===== src/rtl/qwl_pkg.sv =====
package qwl_pkg;

  localparam int WORD_BYTES = 4;
  localparam int WORD_W     = 8 * WORD_BYTES;
  localparam int QW_BYTES   = 16;
  localparam int QW_W       = 8 * QW_BYTES;
  localparam int OFF_W      = $clog2(QW_BYTES);
  localparam int LANE_W     = $clog2(WORD_BYTES);

  typedef enum logic [1:0] {
    SZ_BYTE = 2'b00,
    SZ_HALF = 2'b01,
    SZ_WORD = 2'b10,
    SZ_WIDE = 2'b11
  } qwl_size_e;

  // Offset bits that lie inside one unit of the given size.
  function automatic logic [OFF_W-1:0] size_low_mask(input logic [1:0] sz);
    case (sz)
      SZ_BYTE: size_low_mask = OFF_W'(0);
      SZ_HALF: size_low_mask = OFF_W'(1);
      default: size_low_mask = OFF_W'(WORD_BYTES - 1);
    endcase
  endfunction

  // A beat closes its quad word when its unit reaches the top of it.
  function automatic logic beat_closes_qw(input logic [OFF_W-1:0] off, input logic [1:0] sz);
    beat_closes_qw = &(off | size_low_mask(sz));
  endfunction

  // Bytes of the quad word covered by one beat.
  function automatic logic [QW_BYTES-1:0] beat_byte_mask(input logic [OFF_W-1:0] off,
                                                         input logic [1:0] sz);
    logic [OFF_W-1:0] lm;
    lm = size_low_mask(sz);
    for (int i = 0; i < QW_BYTES; i++)
      beat_byte_mask[i] = ((OFF_W'(i) | lm) == (off | lm));
  endfunction

endpackage


===== src/rtl/qwl_break.sv =====
module qwl_break
  import qwl_pkg::*;
(
  input  logic             valid_i,
  input  logic [OFF_W-1:0] off_i,
  input  logic [1:0]       size_i,
  output logic             last_o
);

  always_comb last_o = valid_i && beat_closes_qw(off_i, size_i);

endmodule


===== src/rtl/qwl_mirror.sv =====
module qwl_mirror
  import qwl_pkg::*;
(
  input  logic [1:0]        size_i,
  input  logic [LANE_W-1:0] lane_i,
  input  logic [WORD_W-1:0] mem_i,
  output logic [WORD_W-1:0] bus_o
);

  logic [7:0]  sel_byte;
  logic [15:0] sel_half;

  always_comb begin
    sel_byte = mem_i[8*lane_i +: 8];
    sel_half = lane_i[LANE_W-1] ? mem_i[WORD_W-1 -: 16] : mem_i[15:0];
    case (size_i)
      SZ_BYTE: bus_o = {WORD_BYTES{sel_byte}};
      SZ_HALF: bus_o = {(WORD_BYTES/2){sel_half}};
      default: bus_o = mem_i;
    endcase
  end

endmodule


===== src/rtl/qwl_merge.sv =====
module qwl_merge
  import qwl_pkg::*;
#(
  parameter int BASE_W = 28
)(
  input  logic              clk,
  input  logic              rst_n,
  input  logic              valid_i,
  input  logic              seq_i,
  input  logic              write_i,
  input  logic              last_i,
  input  logic [BASE_W-1:0] base_i,
  input  logic [OFF_W-1:0]  off_i,
  input  logic [1:0]        size_i,
  input  logic [WORD_W-1:0] wdata_i,
  output logic              qw_valid_o,
  output logic [BASE_W-1:0] qw_base_o,
  output logic [QW_BYTES-1:0] qw_mask_o,
  output logic [QW_W-1:0]   qw_data_o
);

  logic [QW_BYTES-1:0] acc_mask, acc_mask_n;
  logic [QW_W-1:0]     acc_data, acc_data_n;
  logic [BASE_W-1:0]   acc_base, acc_base_n;
  logic                acc_closed, acc_closed_n;

  // Named events for the assertions.
  logic                acc_any;
  logic                wr_beat;
  logic                release_now;
  logic [QW_BYTES-1:0] beat_m;

  always_comb begin
    acc_any     = |acc_mask;
    wr_beat     = valid_i && write_i;
    release_now = acc_any && (acc_closed || !valid_i || !seq_i);
    beat_m      = wr_beat ? beat_byte_mask(off_i, size_i) : '0;
  end

  always_comb begin
    acc_mask_n   = acc_mask;
    acc_data_n   = acc_data;
    acc_base_n   = acc_base;
    acc_closed_n = acc_closed;
    if (release_now) begin
      acc_mask_n   = '0;
      acc_data_n   = '0;
      acc_closed_n = 1'b0;
    end
    if (wr_beat) begin
      for (int i = 0; i < QW_BYTES; i++)
        if (beat_m[i]) acc_data_n[8*i +: 8] = wdata_i[8*(i % WORD_BYTES) +: 8];
      acc_mask_n   = acc_mask_n | beat_m;
      acc_base_n   = base_i;
      acc_closed_n = last_i;
    end
  end

  always_ff @(posedge clk) begin
    if (!rst_n) begin
      acc_mask   <= '0;
      acc_data   <= '0;
      acc_base   <= '0;
      acc_closed <= 1'b0;
      qw_valid_o <= 1'b0;
      qw_base_o  <= '0;
      qw_mask_o  <= '0;
      qw_data_o  <= '0;
    end else begin
      acc_mask   <= acc_mask_n;
      acc_data   <= acc_data_n;
      acc_base   <= acc_base_n;
      acc_closed <= acc_closed_n;
      qw_valid_o <= release_now;
      if (release_now) begin
        qw_base_o <= acc_base;
        qw_mask_o <= acc_mask;
        qw_data_o <= acc_data;
      end
    end
  end

  AST_CLOSE_RELEASES: assert property (@(posedge clk) disable iff (!rst_n)
    (wr_beat && last_i) |=> release_now);
  AST_IDLE_FLUSHES: assert property (@(posedge clk) disable iff (!rst_n)
    (acc_any && !valid_i) |=> qw_valid_o);
  AST_MASK_NOT_EMPTY: assert property (@(posedge clk) disable iff (!rst_n)
    qw_valid_o |-> (qw_mask_o != '0));
  AST_READ_NO_FILL: assert property (@(posedge clk) disable iff (!rst_n)
    (!acc_any && !wr_beat) |=> !acc_any);

endmodule


===== src/rtl/qw_burst_limiter.sv =====
module qw_burst_limiter
  import qwl_pkg::*;
#(
  parameter int ADDR_W = 32
)(
  input  logic                clk,
  input  logic                rst_n,
  input  logic                bus_valid,
  input  logic                bus_seq,
  input  logic                bus_write,
  input  logic [1:0]          bus_size,
  input  logic [ADDR_W-1:0]   bus_addr,
  input  logic [WORD_W-1:0]   bus_wdata,
  input  logic [WORD_W-1:0]   mem_rdata,
  output logic                burst_last,
  output logic [WORD_W-1:0]   bus_rdata,
  output logic                qw_valid,
  output logic [ADDR_W-OFF_W-1:0] qw_base,
  output logic [QW_BYTES-1:0] qw_mask,
  output logic [QW_W-1:0]     qw_data
);

  localparam int BASE_W = ADDR_W - OFF_W;

  logic [OFF_W-1:0]  beat_off;
  logic [BASE_W-1:0] beat_base;

  always_comb begin
    beat_off  = bus_addr[OFF_W-1:0];
    beat_base = bus_addr[ADDR_W-1:OFF_W];
  end

  qwl_break u_break (
    .valid_i (bus_valid),
    .off_i   (beat_off),
    .size_i  (bus_size),
    .last_o  (burst_last)
  );

  qwl_mirror u_mirror (
    .size_i (bus_size),
    .lane_i (beat_off[LANE_W-1:0]),
    .mem_i  (mem_rdata),
    .bus_o  (bus_rdata)
  );

  qwl_merge #(.BASE_W(BASE_W)) u_merge (
    .clk        (clk),
    .rst_n      (rst_n),
    .valid_i    (bus_valid),
    .seq_i      (bus_seq),
    .write_i    (bus_write),
    .last_i     (burst_last),
    .base_i     (beat_base),
    .off_i      (beat_off),
    .size_i     (bus_size),
    .wdata_i    (bus_wdata),
    .qw_valid_o (qw_valid),
    .qw_base_o  (qw_base),
    .qw_mask_o  (qw_mask),
    .qw_data_o  (qw_data)
  );

  AST_IDLE_NO_BREAK: assert property (@(posedge clk) disable iff (!rst_n)
    !bus_valid |-> !burst_last);
  AST_HALF_MIRRORED: assert property (@(posedge clk) disable iff (!rst_n)
    (bus_valid && !bus_write && bus_size == SZ_HALF)
      |-> (bus_rdata[31:16] == bus_rdata[15:0]));
  AST_BYTE_MIRRORED: assert property (@(posedge clk) disable iff (!rst_n)
    (bus_valid && !bus_write && bus_size == SZ_BYTE)
      |-> (bus_rdata == {4{bus_rdata[7:0]}}));

endmodule


===== config.mk =====
export PLATFORM = sky130hd
export DESIGN_NAME = qw_burst_limiter
export DESIGN_NICKNAME = d
export VERILOG_FILES = /design/src/rtl/qwl_pkg.sv /design/src/rtl/qwl_break.sv /design/src/rtl/qwl_mirror.sv /design/src/rtl/qwl_merge.sv /design/src/rtl/qw_burst_limiter.sv
export SDC_FILE = /design/constraint.sdc
export NUM_CORES = 1
export LEC_CHECK = 0
export ABC_AREA = 1
export BUFFER_PORTS_ARGS = -buffer_cell sky130_fd_sc_hd__buf_4
export CAP_MARGIN = 20
export CORE_ASPECT_RATIO = 1.25
export CORE_MARGIN = 5
export CORE_UTILIZATION = 25
export CTS_CLUSTER_SIZE = 16
export DETAILED_ROUTE_END_ITERATION = 10
export GPL_TIMING_DRIVEN = 0
export PLACE_DENSITY = 0.4
export SETUP_SLACK_MARGIN = 0.05
export SLEW_MARGIN = 0
export SYNTH_ARGS = -nofsm -noshare
export SYNTH_HDL_FRONTEND = slang
export SYNTH_SLANG_ARGS = --single-unit

===== constraint.sdc =====
create_clock -name clk -period 3.9 [get_ports clk]
set_clock_uncertainty 0.15 [all_clocks]
set_input_delay 0.585 -clock clk [delete_from_list [all_inputs] [get_ports clk]]
set_output_delay 0.585 -clock clk [all_outputs]
set_load 0.05 [all_outputs]

**After elaboration in Yosys (flattened, before gate mapping)**

Cells that the tools add are included.
W data, S select, Z words.

- Flip-flop bits (word level): 346

- Shift-type cells: 1
- Bitwise logic cells: 2
- Multiplexer cells: 26
- Reductions and logical operators: 11
- Equal/unequal tests: 17

Operators with widths:

| operator | count |
|---|---|
| $mux W128 | 2 |
| $mux W8 | 16 |
| $mux W16 | 4 |
| $pmux W32 S2 | 1 |
| $eq A4 B4 Y1 | 11 |
| $shiftx A32 B6 Y8 | 1 |
| $eq A4 B4 Y1 const A | 4 |
| $or A16 B16 Y16 | 1 |
| $reduce_or A16 Y1 | 1 |
| $eq A2 B4 Y1 | 1 |
| $or A4 B2 Y4 | 1 |
| $pmux W2 S2 | 1 |
| $reduce_and A4 Y1 | 1 |
| $logic_and A1 B1 Y1 | 3 |
| $eq A2 B1 Y1 const B | 1 |
| $logic_not A1 Y1 | 2 |
| $logic_not A2 Y1 | 1 |
| $logic_or A1 B1 Y1 | 2 |
| $mux W1 | 2 |
| $reduce_bool A2 Y1 | 1 |

**Logic depth before layout (Yosys ltp)**

Gate-level depths: netlist of the first run.

- Depth after elaboration: 7
- Depth in mapped cells: 10
- Depth with buffers taken out: 7

**By module**

Synthesis of the first run repeated with hierarchy kept, for this count alone.

- Cell total of the unflattened synthesis: 1724
- Area, all modules: 13510.5 sq um

Modules (own cells, without submodules):

| module | area an instance (sq um) | seq. area each (sq um) | cells an instance | times used |
|---|---|---|---|---|
| qwl_merge | 12528.3 | 6926.6 | 1551 | 1 |
| qwl_mirror | 952.2 | 0.0 | 166 | 1 |
| qwl_break | 30.0 | 0.0 | 7 | 1 |

**Least setup slack after synthesis of the first run**

No wires, ideal clock.

- Path type: input port to output port
- From: input port bus_addr[1]
- To: output port burst_last
- Slack: 962 ps
- Data required time: 3165 ps
- Cell stages on the path: 5
- Arrival: 2203 ps
- Path through: clkbuf_1 inv_1 nand2_1 nand2_1 nor3b_1

- Longest elaborated chain between the ends: 3

Ends and longest elaborated chain:

| element | RTL line | text |
|---|---|---|
| from (decl) | qw_burst_limiter.sv:12 | `input logic [ADDR_W-1:0] bus_addr,` |
| $or A4 B2 Y4 | qwl_pkg.sv:28 | `beat_closes_qw = &(off \| size_low_mask(sz));` |
| $reduce_and A4 Y1 | qwl_pkg.sv:28 |  |
| $logic_and A1 B1 Y1 | qwl_break.sv:10 | `always_comb last_o = valid_i && beat_closes_qw(off_i, size_i);` |
| to (decl) | qw_burst_limiter.sv:15 | `output logic burst_last,` |

Every way passes these cells.

**Final worst setup path of the first run**

- From: input port bus_size[1]
- To: output port bus_rdata[9]

- Longest elaborated chain between the ends: 2
- Elaborated cells on any way between the ends: 3
- Classes of those cells: eq/ne (1); mux (1); reduce/logical (1)

Ends and longest elaborated chain:

| element | RTL line | text |
|---|---|---|
| from (decl) | qw_burst_limiter.sv:11 | `input logic [1:0] bus_size,` |
| $eq A2 B1 Y1 / $logic_not A2 Y1 (equally long branches) | qwl_mirror.sv:16 | `case (size_i)` |
| $pmux W32 S2 * | qwl_mirror.sv:16 |  |
| to (decl) | qw_burst_limiter.sv:16 | `output logic [WORD_W-1:0] bus_rdata,` |

Mark *: on every way between the ends. The rest lies on a longest branch, timed or not.

==> impl_metrics.py, run 1 <==
metrics = {
    "synth": {
        "ys_top_cells_by_area": "dfxtp_1, nand2_1, a21oi_1, nand3_1, o21ai_0",
        "synth_area_sq_um": 13600,
        "ys_seq_elements": 346,
        "syn_avg_cell_area_sq_um": 7.28,
        "synth_warnings": 0,
        "yosysTopAreaCell": "dfxtp_1",
        "syn_nets": 1965,
        "yosysMostFrequentCell": "nand2_1",
        "synth_xor_area_frac": 0,
        "yosysUniqueCellTypes": 18,
        "muxShareOfSynthArea": 0,
        "synth_flop_cell": "dfxtp_1",
        "synth-simple-area-share": 0.276,
        "ys_async_sr_fraction": 0,
        "synth_top_family_by_area": "simple AND/OR/NAND/NOR gates",
        "synthTopCellsByCount": "nand2_1, dfxtp_1, a21oi_1, nand3_1, nor2_1",
        "synth-edff-count": 0,
        "syn_inst": 1862,
        "synthDominantCellAreaShare": 0.511,
        "synth_compound_area_frac": 0.145,
        "synth-adder-area-share": 0,
        "yosysSeqAreaShare": 0.511,
    },
    "die": {
        "dieHeight_um": 270,
        "start_util": 0.252,
        "die_area_sq_um": 59000,
        "core_sq_um": 53700,
        "die_w_um": 218,
        "ioPinCount": 309,
        "rows": 95,
    },
    "worst_setup_path": {
        "worst_path_max_delay_cell": "nor2_1",
        "crit_path_start_kind": "input pin",
        "cp.required_ns": 3.16,
        "cp_max_fo": 10,
        "crit_path_max_incr_delay_ns": 0.48,
        "cp-end-kind": "primary output",
        "cpMostUsedCell": "buf_4",
        "worstPathCellList": "buf_4, nor2_1, clkbuf_1, a21oi_1, o21ai_0, buf_4",
        "arrival_ns": 2.23,
        "critPathKind": "input pin to primary output",
    },
    "placed_design": {
        "gp_congestion": 0.822,
        "io_buffers": 306,
        "dp_hpwl_um": 41700,
    },
    "power": {
        "p_leak_nw": 7.33,
        "p_per_area_nw_per_um2": 493,
        "total_power_w": 0.00889,
        "ir_drop_mv": 0.271,
    },
    "sta": {
        "hold_violations": 0,
        "setup_tns_ns": 0,
        "relSlewSlack": 0.293,
        "setup_violations": 0,
        "final.min_clock_period_ns": 2.96,
        "worst_pin_slew_ns": 1.06,
        "rsz0062_at_grt": "false",
        "finalCritPeriodShare": 0.759,
        "fmax_ghz": 0.338,
        "slew_violations": 0,
    },
    "global_route": {
        "track_usage": 0.183,
        "antenna_found_initial": 0,
        "grt_start_max_net_pins": 13,
        "grt_pass1_wl_um": 81900,
        "grt_overflow_total": 0,
        "grt_pass1_vias": 13100,
    },
    "routing": {
        "first_pass_iters": 5,
        "drcViolationCount": 0,
        "routed_wl_um": 55900,
        "ant_nets": 0,
        "vias_per_cell": 4.47,
        "num_vias": 13300,
        "drtIter0Drc": 726,
        "wl_per_cell_um": 18.9,
    },
    "clock_tree": {
        "cts_sinks": 346,
        "cts_buffers": 41,
        "cts_resized": 0,
        "post-cts-setup-buffers": 0,
        "clockBufferDepth": 3,
        "cts.htree.levels": 2,
        "cts_hold_buffers": 0,
        "cts_tree": "done",
        "clk-insertion-delay-late_ns": 0.57,
        "clk_pin_slew_ns": 0.06,
        "root_buffer": "clkbuf_16",
    },
    "hold_path": {
        "hold_path.class": "input pin to flop",
    },
    "final_layout": {
        "final_nets": 2314,
        "post-route-util": 0.336,
        "syn2layout_area_growth_pct": 33.0,
        "drive_gt1_frac": 0.203,
        "fillCellCount": 5876,
        "diodes": 0,
    },
    "status": {
        "status": "finished clean",
    },
    "flow_run": {
        "maxCapViolations": 0,
    },
}
[placed cells by master, fill, tap and decap left out, types with 2 or more instances in the layout]
cell type | netlist | layout
clkinvlp_4 | 0 | 2
nand3b_1 | 2 | 2
a21oi_1 | 333 | 333
dfxtp_1 | 346 | 346
inv_6 | 0 | 3
inv_1 | 56 | 56
clkbuf_1 | 50 | 59
nor2_2 | 16 | 16
buf_6 | 12 | 12
nor2_1 | 71 | 71
nand2_1 | 661 | 661
buf_4 | 12 | 318
nand3_1 | 173 | 173
buf_2 | 33 | 33
inv_2 | 18 | 18
buf_1 | 17 | 17
o21ai_1 | 6 | 6
o21ai_0 | 54 | 54
clkbuf_16 | 0 | 41
clkbuf_8 | 0 | 10
[critical path: cells and delay by family]
family / cells / cell delay, ns
buffers and inverters: 3 / 0.86
AO/OA/AOI/OAI: 2 / 0.29
AND/OR/NAND/NOR: 1 / 0.48
[power by group]
part / switching (W) / internal [W]
Sequential: 0.0000558 / 0.00363
Combinational: 0.00107 / 0.000422
Clock: 0.00153 / 0.00218
[per-layer routing]
layer  track usage  wire (um)  vias to the layer above
met5             0          0                        -
met4        0.0486       1370                        0
met3        0.0562       4320                       66
met2         0.303      26200                      366
met1         0.232      24000                     6079
li1              -          -                     6739
[cell families (layout without fill, tap and decap cells)]
| family | after synthesis | in the layout |
|---|---|---|
| and+or+nand+nor | 925 | 925 |
| AOI/OAI and AO/OA | 393 | 393 |
| buffers and inverters | 198 | 570 |
| DFF | 346 | 346 |
[sequential cells by signal, indices dropped and copies added, names as in the netlist]
name                count
u_merge.acc_closed      1
u_merge.qw_valid_o      1
u_merge.qw_data_o     128
u_merge.acc_mask       16
u_merge.acc_data      128
u_merge.qw_mask_o      16
u_merge.acc_base       28
u_merge.qw_base_o      28
[final cells by class]
type / instances / area, sq um / share of cell area
Inverter: 74 / 278 / 0.0154
Clock buffer: 60 / 1200 / 0.0664
Multi-Input combinational cell: 1318 / 5710 / 0.317
Buffer: 124 / 642 / 0.0356
Clock inverter: 6 / 71.3 / 0.00396
Timing Repair Buffer: 306 / 2300 / 0.127
Tap cell: 727 / 910 / 0.0504
Sequential cell: 346 / 6930 / 0.384
[through the flow]
stage	setup slack (ns)	hold WS [ns]	std cells	cell area [sq um]
after floorplan	0.962	0.285	1862	13600
after global placement	0.901	0.293	2895	16800
after detailed placement	0.919	0.299	2895	16800
after CTS	0.920	0.0981	2961	18000
after global routing	0.725	0.129	2961	18000
final	0.939	0.131	2961	18000
[final timing paths]
kind | startpoint | endpoint | slack [ns] | cells after the start
max | bus_size[1] | bus_rdata[9] | 0.94 | 6
min | bus_addr[21] | u_merge.acc_base[17]$_SDFFE_PN0P_ | 0.13 | 3
max reg2reg | u_merge.acc_closed$_SDFFE_PN0P_ | u_merge.qw_data_o[47]$_SDFFE_PN0P_ | 1.41 | 6
min reg2reg | u_merge.acc_data[55]$_SDFF_PN0_ | u_merge.acc_data[55]$_SDFF_PN0_ | 0.31 | 2
(Power assumes the default switching activity.)
==> run 2, diff against run 1 <==
--- a/config.mk
+++ b/config.mk
@@ -5,7 +5,7 @@
 export SDC_FILE = /design/constraint.sdc
 export NUM_CORES = 1
 export LEC_CHECK = 0
-export ABC_AREA = 1
+export ABC_AREA = 0
 export BUFFER_PORTS_ARGS = -buffer_cell sky130_fd_sc_hd__buf_4
 export CAP_MARGIN = 20
 export CORE_ASPECT_RATIO = 1.25
==> constraint.sdc (replaced) <==
create_clock -name clk -period 2.9 [get_ports clk]
set_clock_uncertainty 0.15 [all_clocks]
set_input_delay 0.435 -clock clk [delete_from_list [all_inputs] [get_ports clk]]
set_output_delay 0.435 -clock clk [all_outputs]
set_load 0.05 [all_outputs]
==> impl_metrics.py, run 2 <==
metrics = {
    "placed_design": {
        "io_buffers": 306,
        "dp_hpwl_um": 45200,
        "gp_congestion": 0.847,
    },
    "power": {
        "pwr-share-seq": 0.420,
        "swShare": 0.287,
        "clkPwrFrac": 0.429,
        "p_leak_nw": 7.69,
        "p_sw_w": 0.00334,
        "total_power_w": 0.0116,
        "ir_drop_mv": 0.336,
        "p_comb_frac": 0.151,
        "p_per_area_nw_per_um2": 653,
        "p_int_w": 0.00830,
    },
    "worst_setup_path": {
        "endpoint": "bus_rdata[25]",
        "cp_max_fo": 10,
        "reg2reg_depth": 6,
        "cp-end-kind": "primary output",
        "critPathKind": "input pin to primary output",
        "arrival_ns": 2.10,
        "reg2reg_to": "u_merge.qw_data_o[117]$_SDFFE_PN0P_",
        "crit_path_start_kind": "input pin",
        "startpoint": "bus_addr[1]",
        "rrSetupSlack_ns": 0.25,
        "cp.required_ns": 2.32,
        "r2r_start": "u_merge.acc_mask[7]$_SDFF_PN0_",
    },
    "die": {
        "core_sq_um": 52800,
        "ioPinCount": 309,
        "start_util": 0.253,
        "die_w_um": 217,
        "die_area_sq_um": 58200,
        "rows": 94,
        "dieHeight_um": 269,
    },
    "clock_tree": {
        "clockBufferDepth": 3,
        "cts.htree.levels": 2,
        "cts_sinks": 346,
        "cts_buffers": 39,
        "clk_pin_slew_ns": 0.05,
        "cts_tree": "done",
        "root_buffer": "clkbuf_16",
        "clk-insertion-delay-late_ns": 0.54,
    },
    "synth": {
        "ys_async_sr_fraction": 0,
        "yosysMostFrequentCell": "dfxtp_1",
        "yosysTopAreaCell": "dfxtp_1",
        "synth_flop_cell": "dfxtp_1",
        "syn_inst": 1566,
        "synth_area_sq_um": 13400,
        "yosysSeqAreaShare": 0.518,
        "ys_top_cells_by_area": "dfxtp_1, nand3_1, nand2_1, o21ai_0, o2111ai_1",
        "yosysUniqueCellTypes": 32,
        "syn_nets": 1669,
        "synth-edff-count": 0,
        "syn_avg_cell_area_sq_um": 8.54,
        "synthTopCellsByCount": "dfxtp_1, nand3_1, nand2_1, o21ai_0, clkbuf_1",
        "synthDominantCellAreaShare": 0.518,
        "synth_warnings": 0,
        "ys_seq_elements": 346,
    },
    "routing": {
        "drcViolationCount": 0,
        "wl_per_cell_um": 22.3,
        "first_pass_iters": 5,
        "num_vias": 12900,
        "drtIter0Drc": 655,
        "routed_wl_um": 58400,
        "vias_per_cell": 4.92,
        "ant_nets": 0,
    },
    "sta": {
        "hold_violations": 0,
        "slew_violations": 0,
        "finalCritPeriodShare": 0.927,
        "final.min_clock_period_ns": 2.69,
        "worst_pin_slew_ns": 1.01,
        "fmax_ghz": 0.372,
        "rsz0062_at_grt": "false",
        "relSlewSlack": 0.327,
        "setup_tns_ns": 0,
        "setup_violations": 0,
    },
    "global_route": {
        "antenna_found_initial": 1,
        "grt_start_max_net_pins": 14,
        "grt_pass1_wl_um": 85200,
        "track_usage": 0.193,
        "grt_overflow_total": 0,
        "grt_pass1_vias": 13000,
    },
    "final_layout": {
        "syn2layout_area_growth_pct": 33.3,
        "top_regs": "u_merge.acc_data (128), u_merge.qw_data_o (128)",
        "fillCellCount": 5595,
        "layout_commonest_cell": "dfxtp_1",
        "drive_gt1_frac": 0.220,
        "final_nets": 2020,
        "layout_common_cells": "dfxtp_1, nand3_1, nand2_1",
    },
    "status": {
        "status": "finished clean",
    },
    "hold_path": {
        "hold_path.class": "input pin to flop",
    },
    "flow_run": {
        "maxCapViolations": 0,
    },
}
[run 2: cell types whose count changed in the layout (fill, tap and decap cells not counted), sizes merged, moves of 64 or more]
cell	previous run	this run
nand3	173	345
nand4	1	65
a21oi	333	2
o21ai	60	128
nand2	661	341
nor2	87	1
clkbuf	110	182
inv	77	3
o2111ai	0	64
[run 2: cells by family after synthesis]
| group | share of synthesized area |
|---|---|
| AO/OA/AOI/OAI | 0.124 |
| AND/OR/NAND/NOR | 0.274 |
| buffers and inverters | 0.0568 |
| multiplexers | 0.0270 |
| flip-flops | 0.518 |
[run 2: power groups by stage]
stage,clock [W],sequential [W],combinational (W)
2_1_floorplan,0,0.00508,0.000967
3_3_place_gp,0,0.00499,0.00175
3_5_place_dp,0,0.00499,0.00175
6_report,0.00500,0.00489,0.00175
5_1_grt,0.00528,0.00489,0.00188
4_1_cts,0.00513,0.00489,0.00176
[run 2: final cells by class]
cell class | count | area [sq um] | share of cell area
clock buffer | 58 | 1140 | 0.0638
inverter | 1 | 3.75 | 0.000211
clock inverter | 9 | 130 | 0.00730
multi-input combinational | 1057 | 5680 | 0.319
timing repair buffer | 310 | 2340 | 0.131
buffer | 162 | 761 | 0.0427
sequential | 346 | 6930 | 0.389
antenna | 2 | 5.00 | 0.000281
tap | 672 | 841 | 0.0472
[run 2: worst max-delay path, cell delays in order]
cell and delay, ns:
buf_4 0.08, buf_2 0.31, clkbuf_4 0.35, mux4_2 0.52, nand2b_1 0.13, nand2_1 0.07, buf_4 0.19
[run 2: how the worst min path moves through the flow]
stage / start / end / slack, ns / cells past startpoint
2_1_floorplan: u_merge.acc_data[0]$_SDFF_PN0_ / u_merge.qw_data_o[0]$_SDFFE_PN0P_ / 0.28 / 2
3_3_place_gp: u_merge.acc_base[14]$_SDFFE_PN0P_ / u_merge.qw_base_o[14]$_SDFFE_PN0P_ / 0.29 / 2
3_5_place_dp: u_merge.qw_data_o[33]$_SDFFE_PN0P_ / u_merge.qw_data_o[33]$_SDFFE_PN0P_ / 0.29 / 2
4_1_cts: bus_addr[28] / u_merge.acc_base[24]$_SDFFE_PN0P_ / 0.002 / 3
5_1_grt: bus_addr[7] / u_merge.acc_base[3]$_SDFFE_PN0P_ / 0.02 / 3
6_report: bus_addr[30] / u_merge.acc_base[26]$_SDFFE_PN0P_ / 0.02 / 3
[run 2: what timing repair did]
item | in CTS | in global routing
setup endpoints to repair | 10 | 12
gates resized for setup | 1 | 3
buffers inserted | 0 | 0
endpoints found under the hold margin | 4 | 0
hold buffers | 4 | 0
[run 2: routing by layer]
metal,vias to the layer above,GRT usage,share of wire
li1,6263,-,-
met1,6133,0.226,0.41
met2,401,0.342,0.49
met3,83,0.0560,0.077
met4,2,0.0593,0.028
met5,-,0,0.00033
[run 2: metrics by stage]
step | area (sq um) | util | setup slack [ns] | cells | hold WS [ns]
after detailed placement | 16500 | 0.313 | -0.0577 | 2544 | 0.294
after global placement | 16500 | 0.313 | -0.0762 | 2544 | 0.289
after CTS | 17800 | 0.337 | 0.0796 | 2615 | 0.00151
after global routing | 17800 | 0.337 | 0.0668 | 2615 | 0.0158
after floorplan | 13400 | - | 0.432 | 1566 | 0.284
final | 17800 | 0.338 | 0.212 | 2617 | 0.0216
==> run 3, diff against run 2 <==
--- a/config.mk
+++ b/config.mk
@@ -8,13 +8,15 @@
 export ABC_AREA = 0
 export BUFFER_PORTS_ARGS = -buffer_cell sky130_fd_sc_hd__buf_4
 export CAP_MARGIN = 20
+export CELL_PAD_IN_SITES_DETAIL_PLACEMENT = 1
+export CELL_PAD_IN_SITES_GLOBAL_PLACEMENT = 1
 export CORE_ASPECT_RATIO = 1.25
 export CORE_MARGIN = 5
 export CORE_UTILIZATION = 25
 export CTS_CLUSTER_SIZE = 16
 export DETAILED_ROUTE_END_ITERATION = 10
 export GPL_TIMING_DRIVEN = 0
-export PLACE_DENSITY = 0.4
+export PLACE_DENSITY = 0.51
 export SETUP_SLACK_MARGIN = 0.05
 export SLEW_MARGIN = 0
 export SYNTH_ARGS = -nofsm -noshare
==> impl_metrics.py, run 3 (synthesis results as in run 2) <==
metrics = {
    "routing": {
        "ant_nets": 0,
        "num_vias": 13000,
        "routed-wl-met2_um": 29900,
        "drcViolationCount": 0,
        "wl_per_cell_um": 23.2,
        "drtIter0Drc": 580,
        "first_pass_iters": 5,
        "routed_wl_um": 60700,
        "wl_met3_um": 4200,
        "vias_per_cell": 4.98,
        "routed.top_layer": "met5",
        "wl_met1_um": 24600,
    },
    "placed_design": {
        "io_buffers": 306,
        "dp_cells": 2545,
        "dp_hpwl_um": 47400,
        "placed_area_sq_um": 16500,
        "gp_congestion": 0.838,
    },
    "power": {
        "p_leak_nw": 7.72,
        "p_per_area_nw_per_um2": 652,
        "ir_drop_mv": 0.380,
        "total_power_w": 0.0116,
    },
    "global_route": {
        "grt_overflow_total": 0,
        "grt_pass1_wl_um": 88800,
        "antenna_found_initial": 2,
        "grt_start_max_net_pins": 14,
        "track_usage": 0.201,
        "grt_pass1_vias": 13800,
    },
    "worst_setup_path": {
        "worst_path_max_delay_cell": "mux4_2",
        "worstPathCellList": "buf_4, buf_2, clkbuf_4, mux4_2, nand2b_1, nand2_1, buf_4",
        "arrival_ns": 2.12,
        "reg2reg_depth": 6,
        "crit_path_start_kind": "input pin",
        "crit_path_max_incr_delay_ns": 0.53,
        "cpMostUsedCell": "buf_4",
        "cp_max_fo": 10,
        "cp-end-kind": "primary output",
        "rrSetupSlack_ns": 0.23,
        "critPathKind": "input pin to primary output",
        "cp.required_ns": 2.32,
        "r2r_start": "u_merge.acc_mask[7]$_SDFF_PN0_",
        "reg2reg_to": "u_merge.qw_data_o[98]$_SDFFE_PN0P_",
    },
    "sta": {
        "final.min_clock_period_ns": 2.70,
        "fmax_ghz": 0.370,
        "rsz0062_at_grt": "false",
        "finalCritPeriodShare": 0.932,
        "setup_violations": 0,
        "relSlewSlack": 0.300,
        "hold_violations": 0,
        "slew_violations": 0,
        "worst_pin_slew_ns": 1.05,
    },
    "hold_path": {
        "hold_path.class": "input pin to flop",
        "holdPathStages": 3,
        "min_to": "u_merge.acc_base[4]$_SDFFE_PN0P_",
        "hold_start": "bus_addr[8]",
    },
    "die": {
        "ioPinCount": 309,
        "rows": 94,
        "start_util": 0.253,
        "die_area_sq_um": 58200,
        "dieHeight_um": 269,
        "die_w_um": 217,
        "core_sq_um": 52800,
    },
    "clock_tree": {
        "clk_pin_slew_ns": 0.06,
        "cts_tree": "done",
        "cts.htree.levels": 2,
        "root_buffer": "clkbuf_16",
        "post-cts-setup-buffers": 0,
        "cts_sinks": 346,
        "cts_buffers": 38,
        "clockBufferDepth": 3,
        "clk-insertion-delay-late_ns": 0.54,
    },
    "final_layout": {
        "layout.cells.non_filler": 2617,
        "layout_common_cells": "dfxtp_1, nand3_1, nand2_1",
        "top_regs": "u_merge.acc_data (128), u_merge.qw_data_o (128)",
        "layout_commonest_cell": "dfxtp_1",
        "final_nets": 2021,
        "final_cell_area_sq_um": 17800,
        "diodes": 0,
        "post-route-util": 0.338,
        "syn2layout_area_growth_pct": 33.5,
        "drive_gt1_frac": 0.222,
    },
    "status": {
        "status": "finished clean",
    },
    "flow_run": {
        "maxCapViolations": 0,
    },
}
[run 3: what timing repair did]
| item | 4_1_cts | 5_1_grt |
|---|---|---|
| endpoints found under the setup margin | 11 | 10 |
| hold endpoints to repair | 5 | 0 |
| gates resized for setup | 3 | 3 |
| hold buffers | 5 | 0 |
[run 3: layout make-up]
type	instances	area [sq um]
fill	6254	35000
sequential	346	6930
multi-input combinational	1057	5680
timing repair buffer	312	2360
clock buffer	57	1170
tap	672	841
buffer	162	763
clock inverter	10	104
inverter	1	3.75
[run 3: worst max-delay path by stage]
| stage | depth (start not counted) | endpoint | from | slack, ns |
|---|---|---|---|---|
| 5_1_grt | 6 | u_merge.qw_data_o[106]$_SDFFE_PN0P_ | u_merge.acc_mask[8]$_SDFF_PN0_ | 0.09 |
| 4_1_cts | 7 | bus_rdata[7] | bus_size[1] | 0.04 |
| 2_1_floorplan | 5 | bus_rdata[10] | bus_addr[1] | 0.43 |
| 3_3_place_gp | 7 | bus_rdata[7] | bus_size[1] | -0.27 |
| 6_report | 7 | bus_rdata[7] | bus_addr[1] | 0.20 |
| 3_5_place_dp | 7 | bus_rdata[7] | bus_size[1] | -0.29 |
[run 3: through the flow]
step | TNS [ns] | hold WS (ns) | setup slack [ns]
finish | 0 | 0.0142 | 0.197
global route | 0 | 0.0121 | 0.0947
CTS | 0 | 0.000996 | 0.0417
detailed placement | -2.67 | 0.295 | -0.293
global placement | -1.97 | 0.288 | -0.271
floorplan | 0 | 0.284 | 0.432
[run 3: metal layers]
metal	GRT usage	vias to the layer above
li1	-	6274
met1	0.231	6298
met2	0.362	370
met3	0.0568	95
met4	0.0646	4
met5	0	-
[run 3: power by group]
group	internal (W)	total [W]	switching (W)	leakage, nW
clock network	0.00296	0.00498	0.00202	0.632
registers	0.00483	0.00489	0.0000534	2.79
logic	0.000488	0.00176	0.00128	4.29
total	0.00828	0.0116	0.00335	7.72
[run 3: worst max-delay path: cells and delay by family]
family	cells	cell delay, ns
multiplexers	1	0.53
buffers and inverters	4	0.95
AND/OR/NAND/NOR	2	0.20
